File: src/rtl/lcd_drv_pkg.sv
package lcd_drv_pkg;

  localparam int SEGS_PER_DIGIT = 7;

  typedef logic [SEGS_PER_DIGIT-1:0] seg7_t;

  // Active-high segment pattern, bit 0 = a ... bit 6 = g
  function automatic seg7_t bcd_to_seg7(input logic [3:0] code);
    seg7_t s;
    case (code)
      4'd0:    s = 7'h3F;
      4'd1:    s = 7'h06;
      4'd2:    s = 7'h5B;
      4'd3:    s = 7'h4F;
      4'd4:    s = 7'h66;
      4'd5:    s = 7'h6D;
      4'd6:    s = 7'h7D;
      4'd7:    s = 7'h07;
      4'd8:    s = 7'h7F;
      4'd9:    s = 7'h6F;
      default: s = 7'h00;
    endcase
    return s;
  endfunction

endpackage

File: src/rtl/lcd_bp_divider.sv
module lcd_bp_divider #(
  parameter int HALF_PERIOD = 400
) (
  input  logic clk,
  input  logic rst,
  output logic bp,
  output logic toggle
);
  localparam int CW = (HALF_PERIOD > 1) ? $clog2(HALF_PERIOD) : 1;
  localparam logic [CW-1:0] LAST = CW'(HALF_PERIOD - 1);

  logic [CW-1:0] cnt_q;

  assign toggle = (cnt_q == LAST);

  always_ff @(posedge clk) begin
    if (rst) begin
      cnt_q <= '0;
      bp    <= 1'b0;
    end else if (toggle) begin
      cnt_q <= '0;
      bp    <= ~bp;
    end else begin
      cnt_q <= cnt_q + 1'b1;
    end
  end
endmodule

File: src/rtl/lcd_digit_decoder.sv
module lcd_digit_decoder
  import lcd_drv_pkg::*;
#(
  parameter int NUM_DIGITS = 3
) (
  input  logic [NUM_DIGITS*4-1:0]              bcd,
  output logic [NUM_DIGITS*SEGS_PER_DIGIT-1:0] lit
);
  for (genvar i = 0; i < NUM_DIGITS; i++) begin : g_dig
    assign lit[i*SEGS_PER_DIGIT +: SEGS_PER_DIGIT] = bcd_to_seg7(bcd[i*4 +: 4]);
  end
endmodule

File: src/rtl/lcd_lit_select.sv
module lcd_lit_select #(
  parameter int DIG_SEGS = 21
) (
  input  logic [DIG_SEGS-1:0] dec_lit,
  input  logic                lead_one,
  input  logic                negative,
  input  logic                overrange,
  input  logic                lamp_test,
  output logic [DIG_SEGS-1:0] dig_on,
  output logic [1:0]          half_on,
  output logic                minus_on
);
  always_comb begin
    if (lamp_test) begin
      dig_on   = '1;
      half_on  = 2'b11;
      minus_on = 1'b1;
    end else begin
      dig_on   = overrange ? '0 : dec_lit;
      half_on  = {2{lead_one}};
      minus_on = negative;
    end
  end
endmodule

File: src/rtl/lcd_static_drv.sv
module lcd_static_drv
  import lcd_drv_pkg::*;
#(
  parameter int NUM_DIGITS  = 3,
  parameter int HALF_PERIOD = 400
) (
  input  logic                              clk,
  input  logic                              rst,
  input  logic [NUM_DIGITS*4-1:0]           digits_bcd,
  input  logic                              lead_one,
  input  logic                              negative,
  input  logic                              overrange,
  input  logic                              lamp_test,
  output logic                              bp,
  output logic [NUM_DIGITS*SEGS_PER_DIGIT-1:0] seg_digits,
  output logic [1:0]                        seg_half,
  output logic                              seg_minus
);
  localparam int DIG_SEGS = NUM_DIGITS * SEGS_PER_DIGIT;

  logic                bp_int;
  logic                toggle;
  logic [DIG_SEGS-1:0] dec_lit;
  logic [DIG_SEGS-1:0] dig_on;
  logic [1:0]          half_on;
  logic                minus_on;
  logic                bp_next;

  lcd_bp_divider #(.HALF_PERIOD(HALF_PERIOD)) u_div (
    .clk    (clk),
    .rst    (rst),
    .bp     (bp_int),
    .toggle (toggle)
  );

  lcd_digit_decoder #(.NUM_DIGITS(NUM_DIGITS)) u_dec (
    .bcd (digits_bcd),
    .lit (dec_lit)
  );

  lcd_lit_select #(.DIG_SEGS(DIG_SEGS)) u_sel (
    .dec_lit   (dec_lit),
    .lead_one  (lead_one),
    .negative  (negative),
    .overrange (overrange),
    .lamp_test (lamp_test),
    .dig_on    (dig_on),
    .half_on   (half_on),
    .minus_on  (minus_on)
  );

  assign bp_next = ~bp_int;
  assign bp      = bp_int;

  // Segments load on the same edge the backplane toggles
  always_ff @(posedge clk) begin
    if (rst) begin
      seg_digits <= '0;
      seg_half   <= '0;
      seg_minus  <= 1'b0;
    end else if (toggle) begin
      seg_digits <= dig_on ^ {DIG_SEGS{bp_next}};
      seg_half   <= half_on ^ {2{bp_next}};
      seg_minus  <= minus_on ^ bp_next;
    end
  end
endmodule

File: config.mk
export PLATFORM = sky130hd
export DESIGN_NAME = lcd_static_drv
export DESIGN_NICKNAME = d
export VERILOG_FILES = /design/src/rtl/lcd_drv_pkg.sv /design/src/rtl/lcd_bp_divider.sv /design/src/rtl/lcd_digit_decoder.sv /design/src/rtl/lcd_lit_select.sv /design/src/rtl/lcd_static_drv.sv
export SDC_FILE = /design/constraint.sdc
export NUM_CORES = 1
export LEC_CHECK = 0
export CAP_MARGIN = 20
export CORE_UTILIZATION = 35
export DETAILED_ROUTE_END_ITERATION = 10
export MAX_ROUTING_LAYER = met4
export PLACE_DENSITY = 0.59
export SYNTH_ARGS = -nofsm -noshare
export SYNTH_HDL_FRONTEND = slang
export SYNTH_SLANG_ARGS = --single-unit
File: constraint.sdc
create_clock -name clk -period 2.25 [get_ports clk]
set_input_delay 0.45 -clock clk [delete_from_list [all_inputs] [get_ports clk]]
set_output_delay 0.45 -clock clk [all_outputs]
set_load 0.05 [all_outputs]
Word-level counts from Yosys, hierarchy flattened
Memories as Yosys holds them, arrays and structs flattened.
Cells that the tools add are included.
- flip-flop bits (word level): 34
- latch bits: 0
- RAM bits: 0
- bits in read-only memories: 336
- input port bits: 18
- output and inout port bits: 25
- memories kept: 3
- add/sub/neg operators: 1
- multipliers: 0
- divide/modulo/power cells: 0
- $lt $le $gt $ge: 0
- equality and inequality tests: 1
- shift-type cells: 0
- muxes and demuxes: 4
- bitwise gates (word level): 4
- reductions and logical operators: 1
- memory list (memory ; depth ; bits a word ; rd ports ; clocked after Yosys merged registers in ; write ports ; RTL line ; source):
    (name not given) ; 16 ; 7 ; 1 ; 0 ; 0 ; lcd_drv_pkg.sv:10 ; case (code)
    (name not given) ; 16 ; 7 ; 1 ; 0 ; 0 ; lcd_drv_pkg.sv:10 ;
    (name not given) ; 16 ; 7 ; 1 ; 0 ; 0 ; lcd_drv_pkg.sv:10 ;
- operator list (kind ; number):
    $mux W21 ; 2
    $xor A21 B21 Y21 ; 1
    $add A9 B1 Y9 const B ; 1
    $eq A9 B9 Y1 const B ; 1
    $mux W2 ; 1
    $reduce_or A2 Y1 ; 1
    $xor A2 B2 Y2 ; 1
    $mux W1 ; 1
    $not A1 Y1 ; 1
    $xor A1 B1 Y1 ; 1

Depth between registers and ports, before layout
Gate-level depths: netlist (run 1).
An unclocked memory read counts as a cell.
- depth after elaboration: 4
- depth in mapped cells: 7
- gate-level depth less buffers: 6

Cells and area by module
From an unflattened synthesis (run 1), not the netlist that was laid out.
- cell total of the unflattened synthesis: 268
- area, all modules: 2610.0 um^2
- modules (own cells, without submodules) (module ; times used ; cells an instance ; area each (um^2) ; sequential area each (um^2)):
    lcd_static_drv ; 1 ; 108 ; 1310.0 ; 480.5
    lcd_digit_decoder ; 1 ; 82 ; 619.3 ; 0.0
    lcd_bp_divider ; 1 ; 49 ; 452.9 ; 200.2
    lcd_lit_select ; 1 ; 29 ; 227.7 ; 0.0

Worst setup path before layout (run 1)
No wires, ideal clock.
- path kind: register to register
- from: reg u_div.bp
- to: reg seg_digits[20]
- library setup time: 0.140 ns
- arrival: 1.554 ns
- required time: 2.110 ns
- slack: 0.556 ns
- stages on the path, launching flop included: 5
- clock period less this slack: 1.694 ns
- cell sequence: dfxtp_1 clkbuf_1 nand3_2 a2111oi_0 a2111oi_1
- word-level cells in the longest chain between the ends: 2
- RTL lines (what ; RTL line ; source):
    start: declaration ; lcd_bp_divider.sv:6 ; output logic bp,
    start signal: assignment ; lcd_bp_divider.sv:22 ; bp <= ~bp;
    $not A1 Y1 ; lcd_static_drv.sv:52 ; assign bp_next = ~bp_int;
    $xor A21 B21 Y21 ; lcd_static_drv.sv:62 ; seg_digits <= dig_on ^ {DIG_SEGS{bp_next}};
    end signal: assignment ; lcd_static_drv.sv:62 ;
    end: declaration ; lcd_static_drv.sv:15 ; output logic [NUM_DIGITS*SEGS_PER_DIGIT-1:0] seg_digits,
Every way passes these cells.
A chain may end at the register's enable or synchronous reset.

Worst setup path after layout (run 1)
- from: in digits_bcd[5]
- to: reg seg_digits[12]
- word-level cells in the longest chain between the ends: 4
- RTL lines (what ; RTL line ; source):
    start: declaration ; lcd_static_drv.sv:9 ; input logic [NUM_DIGITS*4-1:0] digits_bcd,
    $mem_v2 Z16 W7 ; -- ;
    $mux W21 ; lcd_lit_select.sv:19 ; dig_on = overrange ? '0 : dec_lit;
    $mux W21 ; lcd_lit_select.sv:14 ; if (lamp_test) begin
    $xor A21 B21 Y21 ; lcd_static_drv.sv:62 ;
Every way passes these cells.

==> results by group, run 1 <==
Run status
  • Status: complete, no violations

Clock network
  • Worst skew pair latency: 280 ps
  • H-tree depth: 2
  • CTS Hold Bufs: 0
  • CTS Buffer Depth: 2
  • Root Buffer: clkbuf_8
  • Postcts setup bufs: 0
  • Post-CTS resize count: 0
  • Num CTS Buffers: 5
  • TritonCTS clock tree: yes
  • Clk sink count: 33
  • Clock-pin transition on the worst setup and hold timing paths: 70 ps

Timing
  • Fmax: 497 MHz
  • Final Hold Viols: 0
  • Clk_skew: 6.58 ps
  • Max-slew headroom: 44.4%
  • Tmin final: 2010 ps
  • Ratio of final minimum period to clock period: 89.5%
  • Slew Viols, Final: 0
  • Final setup viols: 0
  • Worst slew pin tran: 823 ps
  • Unrepaired setup endpoints after global routing: no

Yosys
  • Yosys top cell by area: dfxtp_1
  • Synthesized area: 2100 µm²
  • Sequential area share after synthesis: 31.5%
  • Netlist cell types: 38
  • Synth area leaders: dfxtp_1 (31%), ha_1 (9.5%), mux2i_1 (8.6%), nor3_1 (6.0%), nor2_1 (5.7%)
  • Synth Area per Inst: 8.53 µm²
  • Share of the synthesized area in the top cell type: 31.5%
  • Post-Syn Nets: 280
  • Number of synthesized register bits: 33
  • Syn. warnings: 0
  • Post-Syn Instances: 246

Placed design
  • Detailed placement HPWL: 3530 µm
  • Gp weighted congestion: 0.839
  • Cell count after placement: 363
  • Count of input and output buffers: 42

Critical path
  • Arr. time, crit path: 2210 ps
  • Worst-path fanout max: 5
  • RR Endpoint: seg_digits[20]
  • Critical Path RT: 2450 ps
  • R2r worst-path depth: 6
  • R2R Path Start: u_div.cnt_q[0]
  • Setup CP Type: in -> reg
  • Worst R2R Setup Slack: 490 ps
  • CP startpoint: digits_bcd[5]
  • Setup crit end kind: register
  • Crit path launch type: primary input

Worst hold path
  • Hold crit path type: reg -> reg
  • Hold wc startpoint: seg_digits[16]
  • Hold Crit Depth: 2
  • WHS Endpoint: seg_digits[16]

Global routing
  • Global-route wire length before repair: 8620 µm
  • Number of global-route vias before repair: 1,864
  • GR peak layer: met2
  • Initial antenna violation count: 0
  • Met1 usage: 21.6%
  • GR Util met2: 29.6%
  • GR Overflow Total: 0
  • Largest net degree at the start of global routing: 26
  • Tot GR Track Use: 17.8%
  • GR Util met3: 3.77%

Detailed routing
  • Final wirelength: 4880 µm
  • Vias: 1,904
  • Final ANT Viol Nets: 0
  • First-pass detailed-route iteration total: 5
  • Residual DRC: 0
  • Detailed-route vias per instance: 5.13
  • Initial drt markers: 74
  • Post-DR wirelength/cell: 13.2 µm

Floorplan
  • Io pins: 43
  • Chip width: 79.5 µm
  • Initial Utilization: 37.2%
  • Count of standard-cell rows: 27
  • Full die area: 6310 µm²
  • CORE AREA: 5640 µm²
  • Die Height: 79.5 µm

Final layout
  • FF/Latch Area: 661 µm²
  • Fin nets: 332
  • Layout cell share with drive strength beyond 1: 11.7%
  • Synth-to-layout area growth: 31.2%
  • Final Non-Filler Cells: 371
  • Diode count: 0
  • Multi-input logic area: 1280 µm²
  • Fillcell total: 561

Flow run
  • MaxCap Viol Count: 0

Power
  • Worst-case vdd ir drop: 0.235 mV
  • Tot Pwr: 0.00122 W
  • Pwr Density: 441 nW/µm²
  • Leakage: 1.08 nW
## layout make-up
cell class | instances | area share [%]
multi-input cells | 181 | 46.4
flip-flops and latches | 33 | 24.0
clock inverters | 2 | 0.363
repair buffers | 63 | 21.4
clock buffers | 6 | 2.63
inverters | 14 | 1.91
well taps | 72 | 3.27
## worst max-delay path, stage by stage
cell             delay, ps
clkdlybuf4s50_1        420
buf_4                  160
nor4b_1                720
a311oi_1               130
mux2i_1                160
nor3_1                 180
## how the worst max path moves through the flow
stage | slack, ps | cells past startpoint | to
global route | 40 | 5 | seg_digits[12]
global placement | -60 | 6 | seg_digits[7]
finish | 240 | 6 | seg_digits[12]
detailed placement | -80 | 6 | seg_digits[13]
floorplan | 560 | 4 | seg_digits[20]
CTS | 230 | 6 | seg_digits[9]
## metrics by stage
| stage | utilization [%] | hold WS [ps] | cell area, µm² | setup TNS [ps] | setup WS (ps) |
|---|---|---|---|---|---|
| final | 48.8 | 491 | 2760 | 0 | 236 |
| after global routing | 48.8 | 519 | 2760 | 0 | 43.0 |
| after CTS | 48.8 | 495 | 2760 | 0 | 231 |
| after detailed placement | 47.4 | 479 | 2670 | -330 | -81.0 |
| after global placement | 47.4 | 480 | 2670 | -310 | -64.6 |
| after floorplan | - | 454 | 2100 | 0 | 556 |
## where the power goes
group	leakage (nW)	switching [W]	internal, W	total (W)
logic	0.767	0.0000917	0.0000982	0.000190
clock network	0.0450	0.000219	0.000214	0.000433
registers	0.266	0.00000426	0.000588	0.000593
total	1.08	0.000315	0.000901	0.00122
## kinds of logic after synthesis
logic type | after synthesis | synth area share [%]
flops | 33 | 31.5
simple gates | 98 | 24.8
xor+xnor | 7 | 2.92
fa+ha+maj | 16 | 9.54
mux | 18 | 8.58
compound gates | 42 | 15.1
buf+inv | 32 | 7.63
## metal layers
layer	wire [µm]	share of wire, %	up-vias
met5	0	0	-
met4	52	1.1	0
met3	217	4.4	5
met2	2330	48	44
met1	2280	47	887
li1	-	-	968
## flip-flops by register name, summed over array words and instances (netlist names)
signal       cells
u_div.bp         1
seg_half         1
seg_digits      21
u_div.cnt_q      9
seg_minus        1
## layout by cell type, fill, tap and decap left out, drive strengths merged, types with 2 or more instances in the layout
cell type,synthesis,final
clkbuf,7,6
a311oi,11,11
buf,11,21
nor2,32,32
a211oi,8,8
mux2i,18,18
a2111oi,2,2
nor4b,3,3
clkinv,0,2
o2111a,2,2
o31ai,3,3
o21ai,3,3
inv,14,14
nand3,5,5
o21bai,3,3
clkdlybuf4s50,0,42
nand2b,13,13
dfxtp,33,33
xnor2,6,6
nand2,7,7
or2,6,6
nor3,25,25
ha,16,16
a21oi,7,7
a22oi,2,2
## cell usage after synthesis, drive strengths merged
| master | n |
|---|---|
| xnor2 | 6 |
| xor2 | 1 |
| and4bb | 1 |
| a2111oi | 2 |
| mux2i | 18 |
| nand4 | 1 |
| a211o | 1 |
| nand2 | 7 |
| nand2b | 13 |
| nor2 | 32 |
| inv | 14 |
| and4b | 1 |
| nand3 | 5 |
| a21oi | 7 |
| nor3 | 25 |
| nor3b | 1 |
| clkbuf | 7 |
| o2111a | 2 |
| o31ai | 3 |
| and2 | 1 |
| or3 | 1 |
| or2 | 6 |
| and3 | 1 |
| dfxtp | 33 |
| a311oi | 11 |
| o21bai | 3 |
| nor4b | 3 |
| ha | 16 |
| o21ai | 3 |
| a22oi | 2 |
| buf | 11 |
| a211oi | 8 |
Note: power is estimated with default switching activity, not from simulation.
==> inputs of run 2 (changes only) <==
==> constraint.sdc (replaced) <==
create_clock -name clk -period 2.3 [get_ports clk]
set_input_delay 0.46 -clock clk [delete_from_list [all_inputs] [get_ports clk]]
set_output_delay 0.46 -clock clk [all_outputs]
set_load 0.05 [all_outputs]
==> run 2 against run 1 <==
Critical path depth stayed put; hold slack hardly changed; utilization is 0.64 points higher; wire length is 2.3% lower; sequential share of layout area is 0.31 points lower; worst setup slack better by 90 ps; sequential power is 2% lower; sequential cell count stayed put; die area stayed put; cell count is 0.54% higher; largest cell class unchanged; largest power group unchanged; highest routed layer unchanged.
==> results by group, run 2 (same netlist as run 1, synthesis figures left out) <==
Detailed routing
  • Final ANT Viol Nets: 0
  • First-pass detailed-route iteration total: 4
  • Residual DRC: 0
  • Vias: 1,874
  • Detailed-route vias per instance: 5.02
  • Post-DR wirelength/cell: 12.8 µm
  • Final wirelength: 4770 µm
  • Initial drt markers: 85

Timing
  • Worst slew pin tran: 762 ps
  • Max-slew headroom: 48.5%
  • Slew Viols, Final: 0
  • Final setup viols: 0
  • Final Hold Viols: 0
  • Tmin final: 1970 ps
  • Fmax: 507 MHz
  • Unrepaired setup endpoints after global routing: no
  • Setup tns final: 0 ps
  • Ratio of final minimum period to clock period: 85.8%
  • Clk_skew: 5.60 ps

Floorplan
  • Full die area: 6310 µm²
  • CORE AREA: 5640 µm²
  • Chip width: 79.5 µm
  • Die Height: 79.5 µm
  • Io pins: 43
  • Initial Utilization: 37.2%
  • Count of standard-cell rows: 27

Final layout
  • Max reg flops: 21
  • Diode count: 0
  • Most frequent cells in the layout: clkdlybuf4s50_1 (42), dfxtp_1 (33), nor2_1 (32), nor3_1 (25), buf_4 (23)
  • Synth-to-layout area growth: 33.0%
  • Layout cell share with drive strength beyond 1: 12.3%
  • Commonest non-fill, non-tap cell in the layout: clkdlybuf4s50_1
  • Fin nets: 334
  • Fin area: 2790 µm²
  • Most flops, register: seg_digits
  • Biggest regs: seg_digits x21, u_div.cnt_q x9

Clock network
  • CTS Hold Bufs: 0
  • Clock-pin transition on the worst setup and hold timing paths: 70 ps
  • Clk sink count: 33
  • CTS Buffer Depth: 2
  • Postcts setup bufs: 0
  • H-tree depth: 2
  • Post-CTS resize count: 0
  • Num CTS Buffers: 5
  • TritonCTS clock tree: yes
  • Worst skew pair latency: 290 ps
  • Root Buffer: clkbuf_8

Placed design
  • Post-DP Area: 2680 µm²
  • Detailed placement HPWL: 3480 µm
  • Count of input and output buffers: 42
  • Gp weighted congestion: 0.813

Critical path
  • Setup crit end kind: register
  • Critical Path RT: 2520 ps
  • Arr. time, crit path: 2190 ps
  • Crit path launch type: primary input
  • Setup CP Type: in -> reg
  • Worst-path fanout max: 5

Global routing
  • Tot GR Track Use: 17.5%
  • Largest net degree at the start of global routing: 26
  • Global-route wire length before repair: 8360 µm
  • Initial antenna violation count: 0
  • Number of global-route vias before repair: 1,827
  • GR Overflow Total: 0

Power
  • Pwr Density: 478 nW/µm²
  • Leakage: 1.10 nW
  • Worst-case vdd ir drop: 0.235 mV

Worst hold path
  • Hold crit path type: reg -> reg

Flow run
  • MaxCap Viol Count: 0

Run status
  • Status: complete, no violations
[run 2: worst paths after layout]
check,start,endpoint,slack (ps),depth (start not counted)
setup / recovery,digits_bcd[5],seg_digits[13],330,6
hold / removal,seg_digits[19],seg_digits[19],490,2
setup reg to reg,u_div.cnt_q[0],seg_digits[20],550,6
hold reg to reg,seg_digits[19],seg_digits[19],490,2
[run 2: per-stage QoR]
step                      std cells  setup slack (ps)  hold slack [ps]  util [%]  total power [W]
after floorplan                 246               606              454         -         0.000699
after CTS                       373               327              493      49.5          0.00136
after global placement          365              37.4              480      47.4         0.000776
after detailed placement        365              19.8              479      47.4         0.000776
after global routing            373              53.3              519      49.5          0.00139
final                           373               327              491      49.5          0.00134
[run 2: critical path: stages]
cell and delay (ps):
clkdlybuf4s50_1 430, buf_4 160, nor4b_1 670, a311oi_1 140, mux2i_1 160, nor3_1 170
[run 2: metal layers]
layer / track usage (%) / routed length [µm]
met4: 6.55 / 68
met5: - / 0
met1: 21.8 / 2300
met2: 27.8 / 2200
met3: 3.66 / 200
[run 2: report_power, final]
group	internal [W]	switching (W)
combinational	0.0000949	0.0000877
clock	0.000353	0.000220
sequential	0.000576	0.00000415
total	0.00102	0.000312
[run 2: final cells by class]
class,count,area [µm²]
fillers,545,2850
multi-input cells,181,1280
flip-flops and latches,33,661
repair buffers,65,593
well taps,72,90.1
clock buffers,7,86.3
inverters,14,52.6
clock inverters,1,30.0
==> inputs of run 3 (changes only) <==
--- a/config.mk
+++ b/config.mk
@@ -6,10 +6,12 @@
 export NUM_CORES = 1
 export LEC_CHECK = 0
 export CAP_MARGIN = 20
+export CORE_ASPECT_RATIO = 0.5
 export CORE_UTILIZATION = 35
+export CTS_BUF_LIST = sky130_fd_sc_hd__clkbuf_4
 export DETAILED_ROUTE_END_ITERATION = 10
 export MAX_ROUTING_LAYER = met4
-export PLACE_DENSITY = 0.59
+export PLACE_DENSITY = 0.65
 export SYNTH_ARGS = -nofsm -noshare
 export SYNTH_HDL_FRONTEND = slang
 export SYNTH_SLANG_ARGS = --single-unit
==> run 3 against run 2 <==
The run now ends with design-rule violations left; combinational power barely moved; first-iteration DRC count fell by 38%; clock-buffer cell count fell by 1; register-to-register slack got worse by 160 ps; utilization fell by 1.4 points; total power fell by 20%; hold slack improved by 2.1 ps; critical path depth fell by 5; fmax fell by 3.2%; critical endpoint is now seg_digits[19]; highest routed layer unchanged.
==> results by group, run 3 (same netlist as run 1, synthesis figures left out) <==
Final layout
  • Diode count: 0
  • Commonest non-fill, non-tap cell in the layout: clkdlybuf4s50_1
  • Most flops, register: seg_digits
  • Fin nets: 330
  • Biggest regs: seg_digits x21, u_div.cnt_q x9
  • FF/Latch Area: 661 µm²
  • Synth-to-layout area growth: 29.0%
  • Layout cell share with drive strength beyond 1: 10.8%
  • Fin area: 2710 µm²
  • Fillcell total: 538
  • Max reg flops: 21
  • Most frequent cells in the layout: clkdlybuf4s50_1 (42), dfxtp_1 (33), nor2_1 (32), nor3_1 (25)
  • Multi-input logic area: 1280 µm²

Critical path
  • Crit path launch type: register
  • Setup CP Type: reg -> out
  • Largest stage delay on the critical path: 840 ps
  • Slowest-stage cell, CP: clkdlybuf4s50_1
  • Critical Path RT: 1840 ps
  • CP delay by family, top: buffers and inverters
  • Worst-path fanout max: 2
  • Worst path buffer plus inverter count: 1
  • Setup crit end kind: output pin
  • CP Cell Sequence: clkdlybuf4s50_1
  • Arr. time, crit path: 1580 ps

Power
  • Pwr Density: 397 nW/µm²
  • Clock share of power: 29.0%
  • Combinational Power Share: 17.0%
  • Worst-case vdd ir drop: 0.172 mV
  • Internal Pwr Total: 0.000791 W
  • Leakage: 1.05 nW
  • Sequential power share: 54.0%
  • P_sw: 0.000283 W
  • Sw frac: 26.4%

Clock network
  • Worst skew pair latency: 330 ps
  • CTS Hold Bufs: 0
  • Clk sink count: 33
  • Num CTS Buffers: 5
  • H-tree depth: 2
  • CTS Buffer Depth: 2
  • Post-CTS resize count: 0
  • Root Buffer: clkbuf_4
  • Postcts setup bufs: 0
  • Clock-pin transition on the worst setup and hold timing paths: 100 ps
  • TritonCTS clock tree: yes

Global routing
  • Global-route wire length before repair: 8450 µm
  • Initial antenna violation count: 0
  • GR Overflow Total: 0
  • Number of global-route vias before repair: 1,811
  • Met1 usage: 22.2%
  • GR Util met2: 28.3%
  • Tot GR Track Use: 17.4%
  • GR peak layer: met2
  • GR Util met3: 3.46%
  • Largest net degree at the start of global routing: 34

Timing
  • Final Hold Viols: 0
  • Slew Viols, Final: 0
  • Worst slew pin tran: 829 ps
  • Min Hold Slack: 494 ps
  • Final setup viols: 0
  • Fmax: 490 MHz
  • Unrepaired setup endpoints after global routing: no
  • Max-slew headroom: 43.9%
  • Clk_skew: 8.07 ps
  • Ratio of final minimum period to clock period: 88.7%
  • Tmin final: 2040 ps

Floorplan
  • Io pins: 43
  • Chip width: 112 µm
  • Initial Utilization: 37.3%
  • Die Height: 56.8 µm
  • Full die area: 6330 µm²
  • CORE AREA: 5630 µm²
  • Count of standard-cell rows: 19

Detailed routing
  • Detailed-route vias per instance: 5.20
  • Initial drt markers: 53
  • Final wirelength: 4990 µm
  • Post-DR wirelength/cell: 13.5 µm
  • Residual DRC: 4
  • First-pass detailed-route iteration total: 7
  • Vias: 1,920
  • Final ANT Viol Nets: 0

Run status
  • Status: finished with violations
  • Failing checks: design-rule violations

Placed design
  • Gp weighted congestion: 0.868
  • Detailed placement HPWL: 3760 µm
  • Count of input and output buffers: 42
  • Post-DP Area: 2660 µm²

Worst hold path
  • Hold crit path type: reg -> reg

Flow run
  • MaxCap Viol Count: 0
[run 3: cell count changes in the layout (fill, tap and decap cells not counted)]
cell | before | now
clkbuf_8 | 6 | 0
clkbuf_4 | 0 | 6
buf_12 | 0 | 1
bufinv_16 | 1 | 0
buf_4 | 23 | 18
clkbuf_1 | 1 | 0
clkinv_1 | 0 | 1
[run 3: power by group through the flow]
stage	clock network, W	registers, W	logic, W
finish	0.000312	0.000580	0.000183
floorplan	0	0.000592	0.000107
global route	0.000354	0.000581	0.000203
global placement	0	0.000593	0.000177
CTS	0.000321	0.000580	0.000182
detailed placement	0	0.000593	0.000181
[run 3: metal layers]
| layer | share of wire [%] | routed length (µm) |
|---|---|---|
| met3 | 4.0 | 199 |
| met1 | 49 | 2460 |
| met2 | 46 | 2290 |
| met4 | 0.72 | 36 |
| met5 | 0 | 0 |
[run 3: final cells by class]
type	instances	share of cell area, %
inverter	14	1.94
clock inverter	1	0.139
clock buffer	6	1.66
tap	73	3.37
timing repair buffer	61	21.3
sequential	33	24.4
multi-input combinational	181	47.2
[run 3: per-stage QoR]
stage	setup slack, ps	utilization, %	setup TNS [ps]	cells	power, W
floorplan	606	-	0	246	0.000699
global placement	32.4	47.2	0	362	0.000770
detailed placement	-69.0	47.2	-102	362	0.000775
CTS	256	48.1	0	369	0.00108
global route	138	48.1	0	369	0.00114
finish	261	48.1	0	369	0.00107
[run 3: worst paths after layout]
check	from	end	slack, ps	cells past startpoint
max	seg_digits[19]	seg_digits[19]	260	1
min	seg_digits[3]	seg_digits[3]	490	2
min reg2reg	seg_digits[3]	seg_digits[3]	490	2
max reg2reg	u_div.cnt_q[0]	seg_digits[20]	390	5
